--- config.mk ---
export PLATFORM = sky130hd
export DESIGN_NAME = bankmap_top
export DESIGN_NICKNAME = d
export VERILOG_FILES = /design/src/rtl/bankmap_pkg.sv /design/src/rtl/bankmap_ctrl.sv /design/src/rtl/bankmap_dp.sv /design/src/rtl/bankmap_top.sv
export SDC_FILE = /design/constraint.sdc
export NUM_CORES = 1
export LEC_CHECK = 0
export BUFFER_PORTS_ARGS = -buffer_cell sky130_fd_sc_hd__buf_2
export CORE_AREA = 8 8 105 107
export DETAILED_ROUTE_END_ITERATION = 12
export DIE_AREA = 0 0 113 115
export PLACE_DENSITY_LB_ADDON = 0.05
export SLEW_MARGIN = 15
export SYNTH_ARGS = -nofsm -noshare
export SYNTH_HDL_FRONTEND = slang
export SYNTH_SLANG_ARGS = --single-unit
--- constraint.sdc ---
create_clock -name clk -period 2.9 [get_ports clk]
set_input_delay 0.725 -clock clk [delete_from_list [all_inputs] [get_ports clk]]
set_output_delay 0.725 -clock clk [all_outputs]
set_load 0.02 [all_outputs]
--- src/rtl/bankmap_pkg.sv ---
package bankmap_pkg;
  localparam int CHR_SLOTS = 8;

  // Register offsets relative to the window base
  localparam logic [5:0] OFF_MIRROR = 6'h05;
  localparam logic [5:0] OFF_PRG16  = 6'h15;
  localparam logic [5:0] OFF_PRGC   = 6'h16;
  localparam logic [5:0] OFF_PRGE   = 6'h17;
  localparam logic [5:0] OFF_CHR_LO = 6'h20;  // slots 0..3
  localparam logic [5:0] OFF_CHR_HI = 6'h28;  // slots 4..7

  typedef struct packed {
    logic                 mirror;
    logic                 prg16;
    logic                 prgC;
    logic                 prgE;
    logic [CHR_SLOTS-1:0] chr;
  } wrStrobe_t;
endpackage

--- src/rtl/bankmap_ctrl.sv ---
module bankmap_ctrl
  import bankmap_pkg::*;
#(
  parameter logic [15:0] BASE_ADDR = 16'h5100,
  parameter int          REG_COUNT = 48
) (
  input  logic       clk,
  input  logic       rstN,
  input  logic       wrEn,
  input  logic [15:0] addr,
  output wrStrobe_t  strobe
);
  localparam int OFF_W = $clog2(REG_COUNT);

  logic [15:0]          diff;
  logic                 inWin;
  logic [OFF_W-1:0]     off;
  logic [CHR_SLOTS-1:0] chrHit;

  assign diff  = addr - BASE_ADDR;
  assign inWin = wrEn && (addr >= BASE_ADDR) && (diff < 16'(REG_COUNT));
  assign off   = diff[OFF_W-1:0];

  // Slot i decodes at the low or high group, lane i%4
  for (genvar i = 0; i < CHR_SLOTS; i++) begin : g_chrDec
    localparam logic [5:0] SLOT_OFF =
      ((i / 4) == 0 ? OFF_CHR_LO : OFF_CHR_HI) + 6'(i % 4);
    assign chrHit[i] = inWin && (off == OFF_W'(SLOT_OFF));
  end

  always_comb begin
    strobe        = '0;
    strobe.chr    = chrHit;
    strobe.mirror = inWin && (off == OFF_W'(OFF_MIRROR));
    strobe.prg16  = inWin && (off == OFF_W'(OFF_PRG16));
    strobe.prgC   = inWin && (off == OFF_W'(OFF_PRGC));
    strobe.prgE   = inWin && (off == OFF_W'(OFF_PRGE));
  end

  AST_STROBE_ONEHOT: assert property (@(posedge clk) disable iff (!rstN)
    $onehot0(strobe)) else $error("more than one register strobed");

  AST_OUTSIDE_QUIET: assert property (@(posedge clk) disable iff (!rstN)
    (!wrEn || addr < BASE_ADDR || addr >= BASE_ADDR + 16'(REG_COUNT)) |-> (strobe == '0))
    else $error("strobe outside window");
endmodule

--- src/rtl/bankmap_dp.sv ---
module bankmap_dp
  import bankmap_pkg::*;
#(
  parameter int PRG16_W = 6,
  parameter int PRG8_W  = 7,
  parameter int CHR_W   = 8,
  localparam int SLOT_W = $clog2(CHR_SLOTS),
  localparam int PPU_AW = SLOT_W + 10,
  localparam int PRG_AW = (PRG16_W + 14 > PRG8_W + 13) ? PRG16_W + 14 : PRG8_W + 13,
  localparam int CHR_AW = CHR_W + 10
) (
  input  logic              clk,
  input  logic              rstN,
  input  wrStrobe_t         strobe,
  input  logic [7:0]        wrData,
  input  logic [15:0]       cpuAddr,
  input  logic [PPU_AW-1:0] ppuAddr,
  output logic [PRG_AW-1:0] prgAddr,
  output logic              prgValid,
  output logic [CHR_AW-1:0] chrAddr,
  output logic [7:0]        ntSel
);
  logic [7:0]         ntReg;
  logic [PRG16_W-1:0] prg16Bank;
  logic [PRG8_W-1:0]  prgCBank;
  logic [PRG8_W-1:0]  prgEBank;
  logic [CHR_W-1:0]   chrBank [CHR_SLOTS];

  // Program banks reset to all ones (0x7F written, 16 KiB takes bits 6:1)
  always_ff @(posedge clk or negedge rstN) begin
    if (!rstN) begin
      ntReg     <= '0;
      prg16Bank <= '1;
      prgCBank  <= '1;
      prgEBank  <= '1;
    end else begin
      if (strobe.mirror) ntReg     <= wrData;
      if (strobe.prg16)  prg16Bank <= wrData[PRG16_W:1];
      if (strobe.prgC)   prgCBank  <= wrData[PRG8_W-1:0];
      if (strobe.prgE)   prgEBank  <= wrData[PRG8_W-1:0];
    end
  end

  for (genvar i = 0; i < CHR_SLOTS; i++) begin : g_chr
    always_ff @(posedge clk or negedge rstN) begin
      if (!rstN)              chrBank[i] <= '0;
      else if (strobe.chr[i]) chrBank[i] <= wrData[CHR_W-1:0];
    end

    AST_CHR_LOAD: assert property (@(posedge clk) disable iff (!rstN)
      strobe.chr[i] |=> (chrBank[i] == $past(wrData[CHR_W-1:0])))
      else $error("character slot not loaded");
  end

  always_comb begin
    prgValid = cpuAddr[15];
    prgAddr  = '0;
    if (cpuAddr[15]) begin
      if (!cpuAddr[14])      prgAddr = PRG_AW'({prg16Bank, cpuAddr[13:0]});
      else if (!cpuAddr[13]) prgAddr = PRG_AW'({prgCBank, cpuAddr[12:0]});
      else                   prgAddr = PRG_AW'({prgEBank, cpuAddr[12:0]});
    end
  end

  assign chrAddr = {chrBank[ppuAddr[PPU_AW-1:10]], ppuAddr[9:0]};
  assign ntSel   = ntReg;

  AST_PRG16_HOLD: assert property (@(posedge clk) disable iff (!rstN)
    !strobe.prg16 |=> $stable(prg16Bank)) else $error("16K bank moved");

  AST_PRG_OFFSET: assert property (@(posedge clk) disable iff (!rstN)
    (cpuAddr[15] && !cpuAddr[14]) |-> (prgAddr[13:0] == cpuAddr[13:0]))
    else $error("16K offset bits wrong");

  AST_LOW_UNMAPPED: assert property (@(posedge clk) disable iff (!rstN)
    !cpuAddr[15] |-> (!prgValid && prgAddr == '0))
    else $error("low CPU space translated");
endmodule

--- src/rtl/bankmap_top.sv ---
module bankmap_top
  import bankmap_pkg::*;
#(
  parameter logic [15:0] BASE_ADDR = 16'h5100,
  parameter int          REG_COUNT = 48
) (
  input  logic        clk,
  input  logic        rstN,
  input  logic        cpuWrEn,
  input  logic [15:0] cpuAddr,
  input  logic [7:0]  cpuWrData,
  input  logic [12:0] ppuAddr,
  output logic [19:0] prgAddr,
  output logic        prgValid,
  output logic [17:0] chrAddr,
  output logic [7:0]  ntSel
);
  wrStrobe_t strobe;

  bankmap_ctrl #(.BASE_ADDR(BASE_ADDR), .REG_COUNT(REG_COUNT)) u_ctrl (
    .clk    (clk),
    .rstN   (rstN),
    .wrEn   (cpuWrEn),
    .addr   (cpuAddr),
    .strobe (strobe)
  );

  bankmap_dp #(.PRG16_W(6), .PRG8_W(7), .CHR_W(8)) u_dp (
    .clk      (clk),
    .rstN     (rstN),
    .strobe   (strobe),
    .wrData   (cpuWrData),
    .cpuAddr  (cpuAddr),
    .ppuAddr  (ppuAddr),
    .prgAddr  (prgAddr),
    .prgValid (prgValid),
    .chrAddr  (chrAddr),
    .ntSel    (ntSel)
  );
endmodule

# Word-level counts from Yosys, hierarchy flattened
# Cells that the tools add are included.
[op_classes]
n_bitwise = 1
n_reduce_logical = 14
mux = 6
addsub = 1
n_lt_le_gt_ge = 3
n_eq_ne = 12
[ops]
columns = ["op", "count"]
rows = [
  ["2-to-1 mux 20 bit", 3],
  ["== test 6 bit (second input constant)", 8],
  ["binary-select mux 8 bit (select 3 bit)", 1],
  ["== test 6 x 5 -> 1 bit (second input constant)", 3],
  [">= comparator 16 x 15 -> 1 bit (second input constant)", 1],
  ["less-than comparator 16 x 6 -> 1 bit (second input constant)", 1],
  ["2-to-1 mux 8 bit", 2],
  ["subtractor 16 x 15 -> 16 bit (second input constant)", 1],
  ["logical AND 1 bit", 14],
  ["== test 6 x 3 -> 1 bit (second input constant)", 1],
  [">= comparator 4 bit (second input constant)", 1],
  ["NOT 3 -> 4 bit", 1],
]
[totals]
output_inout_bits = 47
reg_bits = 92
input_bits = 40
wordCells = 49

# Longest topological paths before layout
[logic_depth]
depth_word = 4
depth_mapped = 5
mapped_depth_nobuf = 4

# Modules after synthesis
# A second synthesis with hierarchy kept.
[hier_totals]
cells_unflattened = 309
area_unflattened_um2 = 4521.8
[modules_own_cells]
columns = ["mod", "seq_area_each_um2", "instances", "area_per_inst_um2", "cells_each"]
rows = [
  ["bankmap_dp", 2327.2, 1, 4306.6, 282],
  ["bankmap_ctrl", 0.0, 1, 215.2, 27],
]

# Least setup slack after synthesis
# No wires, ideal clock.
[synth_path]
kind = "input-to-output"
start = "input port ppuAddr[10]"
end = "output port chrAddr[10]"
arrival_time_ps = 2282
setup_slack_ps = -107
path_stages = 4
path_buffers = 2
required_ps = 2175
cell_sequence = "clkbuf_1 -> buf_2 -> mux4_2 -> mux2_2"
[synth_between]
elab_chain_cells = 4
[synth_lines]
columns = ["item", "line_no", "text"]
rows = [
  ["start: declaration", "bankmap_top.sv:12", "input logic [12:0] ppuAddr,"],
  ["NOT 3 -> 4 bit (not written as such)", "bankmap_dp.sv:65", "assign chrAddr = {chrBank[ppuAddr[PPU_AW-1:10]], ppuAddr[9:0]};"],
  ["binary-select mux 8 bit (select 3 bit)", "bankmap_dp.sv:65", ""],
  ["2-to-1 mux 8 bit (not written as such) (2 in series)", "bankmap_dp.sv:65", ""],
  ["end: declaration", "bankmap_top.sv:15", "output logic [17:0] chrAddr,"],
]
# Every way passes these cells. The select of a mux whose other input is x is not followed.

# Final worst setup path
# Ends and elaborated chain as after synthesis.

==> results.sh <==
export IMPL_drt_iter0_drc=73
export IMPL_timing_final_crit_share_pct=93.1
export IMPL_place_gp_congestion=0.716
export IMPL_syn_inst=302
export IMPL_syn_nets=342
export IMPL_dpl_hpwl_um=6730
export IMPL_floorplan_initialDensity_pct=47.7
export IMPL_antenna_cells=0
export IMPL_rsz0062_at_grt="false"
export IMPL_die_width_um=113
export IMPL_fp_row_count=36
export IMPL_fmax_mhz=370
export IMPL_hold_viol_final=0
export IMPL_wl_per_cell_um=20.6
export IMPL_root_buffer="clkbuf_8"
export IMPL_grt_pass1_vias=2927
export IMPL_relSlewSlack_pct=60.7
export IMPL_synthTopCellsByArea="dfrtp_1, mux2_2, dfstp_2"
export IMPL_arrival_ps=1970
export IMPL_yosysWarnings=0
export IMPL_reg2reg_depth=1
export IMPL_end_kind="output port"
export IMPL_antenna_found_initial=0
export IMPL_clock_skew_ps=0
export IMPL_dr_pass1_iters=4
export IMPL_crit_required_ps=2170
export IMPL_cts_resized=0
export IMPL_power_density_nw_per_um2=470
export IMPL_clock_latency_ps=350
export IMPL_synth_top_area_share_pct=39.9
export IMPL_yosys_area_top_type="dfrtp_1"
export IMPL_synth_area_um2=4520
export IMPL_holdBufCountCts=0
export IMPL_cts_clk_slew_worst_paths_ps=100
export IMPL_cts_tree="done"
export IMPL_gr_total_overflow=0
export IMPL_grt_max_degree=51
export IMPL_worst_path_max_fanout=16
export IMPL_synth_seq_cells=92
export IMPL_die_h_um=115
export IMPL_crit_path_start_kind="primary input"
export IMPL_io_pins=87
export IMPL_p_leak_nw=2.67
export IMPL_drc=0
export IMPL_status="complete, no violations"
export IMPL_antenna_left=0
export IMPL_post_cts_buffers=0
export IMPL_dieArea_um2=13000
export IMPL_holdWs_ps=354
export IMPL_synth_seq_area_share_pct=51.5
export IMPL_ir_drop_v=0.000237
export IMPL_syn_avg_cell_area_um2=15.0
export IMPL_htree_levels=3
export IMPL_port_buffers=66
export IMPL_cts_buffer_depth=2
export IMPL_grtUsageTotal_pct=16.2
export IMPL_cts_buffers=9
export IMPL_layout_min_cycle_time_ps=2700
export IMPL_slew_viol_final=0
export IMPL_core_um2=9460
export IMPL_setup_tns_ps=0
export IMPL_setup_viol=0
export IMPL_path_class="in2out"
export IMPL_viasPerCell=5.58
export IMPL_worstHoldPathType="in2async"
export IMPL_drv_cap=0
export IMPL_wl_um=9830
export IMPL_grt_pass1_wl_um=16200
export IMPL_area_delta_synth_final_pct=14.0
export IMPL_drive_above_1_share_pct=65.6
export IMPL_synth_cell_types=35
export IMPL_layout_commonest_cell="mux2_2"
export IMPL_layout_common_cells="mux2_2, dfrtp_1, buf_2"
export IMPL_cts_sinks=92
export IMPL_fin_nets=399
export IMPL_tightest_slew_ps=589
export IMPL_vias=2660
sequential cells by signal, summed over array words and instances (netlist names):
| name | cells |
|---|---|
| u_dp.chrBank | 64 |
| u_dp.ntSel | 8 |
| u_dp.prg16Bank | 6 |
| u_dp.prgCBank | 7 |
| u_dp.prgEBank | 7 |
synth_stat cells, drive strengths merged:
cell type,count
mux2,100
dfrtp,72
dfstp,20
mux4,16
clkbuf,15
and2,14
buf,14
nand2,9
mux2i,6
nor2,6
o211a,6
nand3,4
nor3b,3
and4b,2
inv,2
nand4,2
o21ai,2
and3,1
and4bb,1
nand4b,1
nor2b,1
nor3,1
nor4,1
nor4b,1
or3,1
or4b,1
metrics by stage:
step | worst slack, ps | std cells | total power (W) | util, % | area, um2
floorplan | 165 | 302 | 0.00141 | - | 4520
global placement | 199 | 462 | 0.00148 | 52.1 | 4920
detailed placement | 203 | 462 | 0.00148 | 52.1 | 4920
CTS | 192 | 477 | 0.00245 | 54.4 | 5150
global route | 151 | 477 | 0.00253 | 54.4 | 5150
finish | 201 | 477 | 0.00242 | 54.4 | 5150
routing by layer:
metal	GRT usage [%]	up-vias	share of wire, %
li1	-	1210	-
met1	21.0	1391	46
met2	26.1	53	49
met3	4.57	6	5.2
met4	4.26	0	0.63
met5	0	-	0
worst max-delay path, cell delays in order:
cell and delay, ps:
buf_2 100, buf_12 180, mux4_2 510, mux2_2 280
buf_2 160
layout make-up:
type	instances	area, um2
Tap cell	114	143
Sequential cell	92	2330
Timing Repair Buffer	75	425
Clock inverter	5	85.1
Fill cell	824	4310
Multi-Input combinational cell	179	2020
Clock buffer	10	138
Inverter	2	7.51
cells by family after synthesis:
family | Yosys count | synth area share, %
DFF | 92 | 51.5
AOI/OAI and AO/OA | 8 | 1.55
buffers and inverters | 31 | 3.69
and+or+nand+nor | 49 | 8.31
muxes | 122 | 34.9
worst paths after layout:
path	slack, ps	end	startpoint
setup / recovery	200	chrAddr[10]	ppuAddr[10]
hold / removal	350	u_dp.chrBank[26]$_DFFE_PN0P_	rstN
setup reg to reg	2120	u_dp.chrBank[14]$_DFFE_PN0P_	u_dp.chrBank[14]$_DFFE_PN0P_
hold reg to reg	510	u_dp.ntSel[3]$_DFFE_PN0P_	u_dp.ntSel[3]$_DFFE_PN0P_
max in group asynchronous	1800	u_dp.prg16Bank[3]$_DFFE_PN1P_	rstN
min in group clk	510	u_dp.ntSel[3]$_DFFE_PN0P_	u_dp.ntSel[3]$_DFFE_PN0P_
where the power goes:
part | leakage, nW | switching [W] | total, W | internal (W)
clock | 0.109 | 0.000459 | 0.000968 | 0.000509
sequential | 1.21 | 0.000000222 | 0.00128 | 0.00128
combinational | 1.35 | 0.000113 | 0.000169 | 0.0000564
total | 2.67 | 0.000572 | 0.00242 | 0.00185
Power figures use the tool's default switching activity.
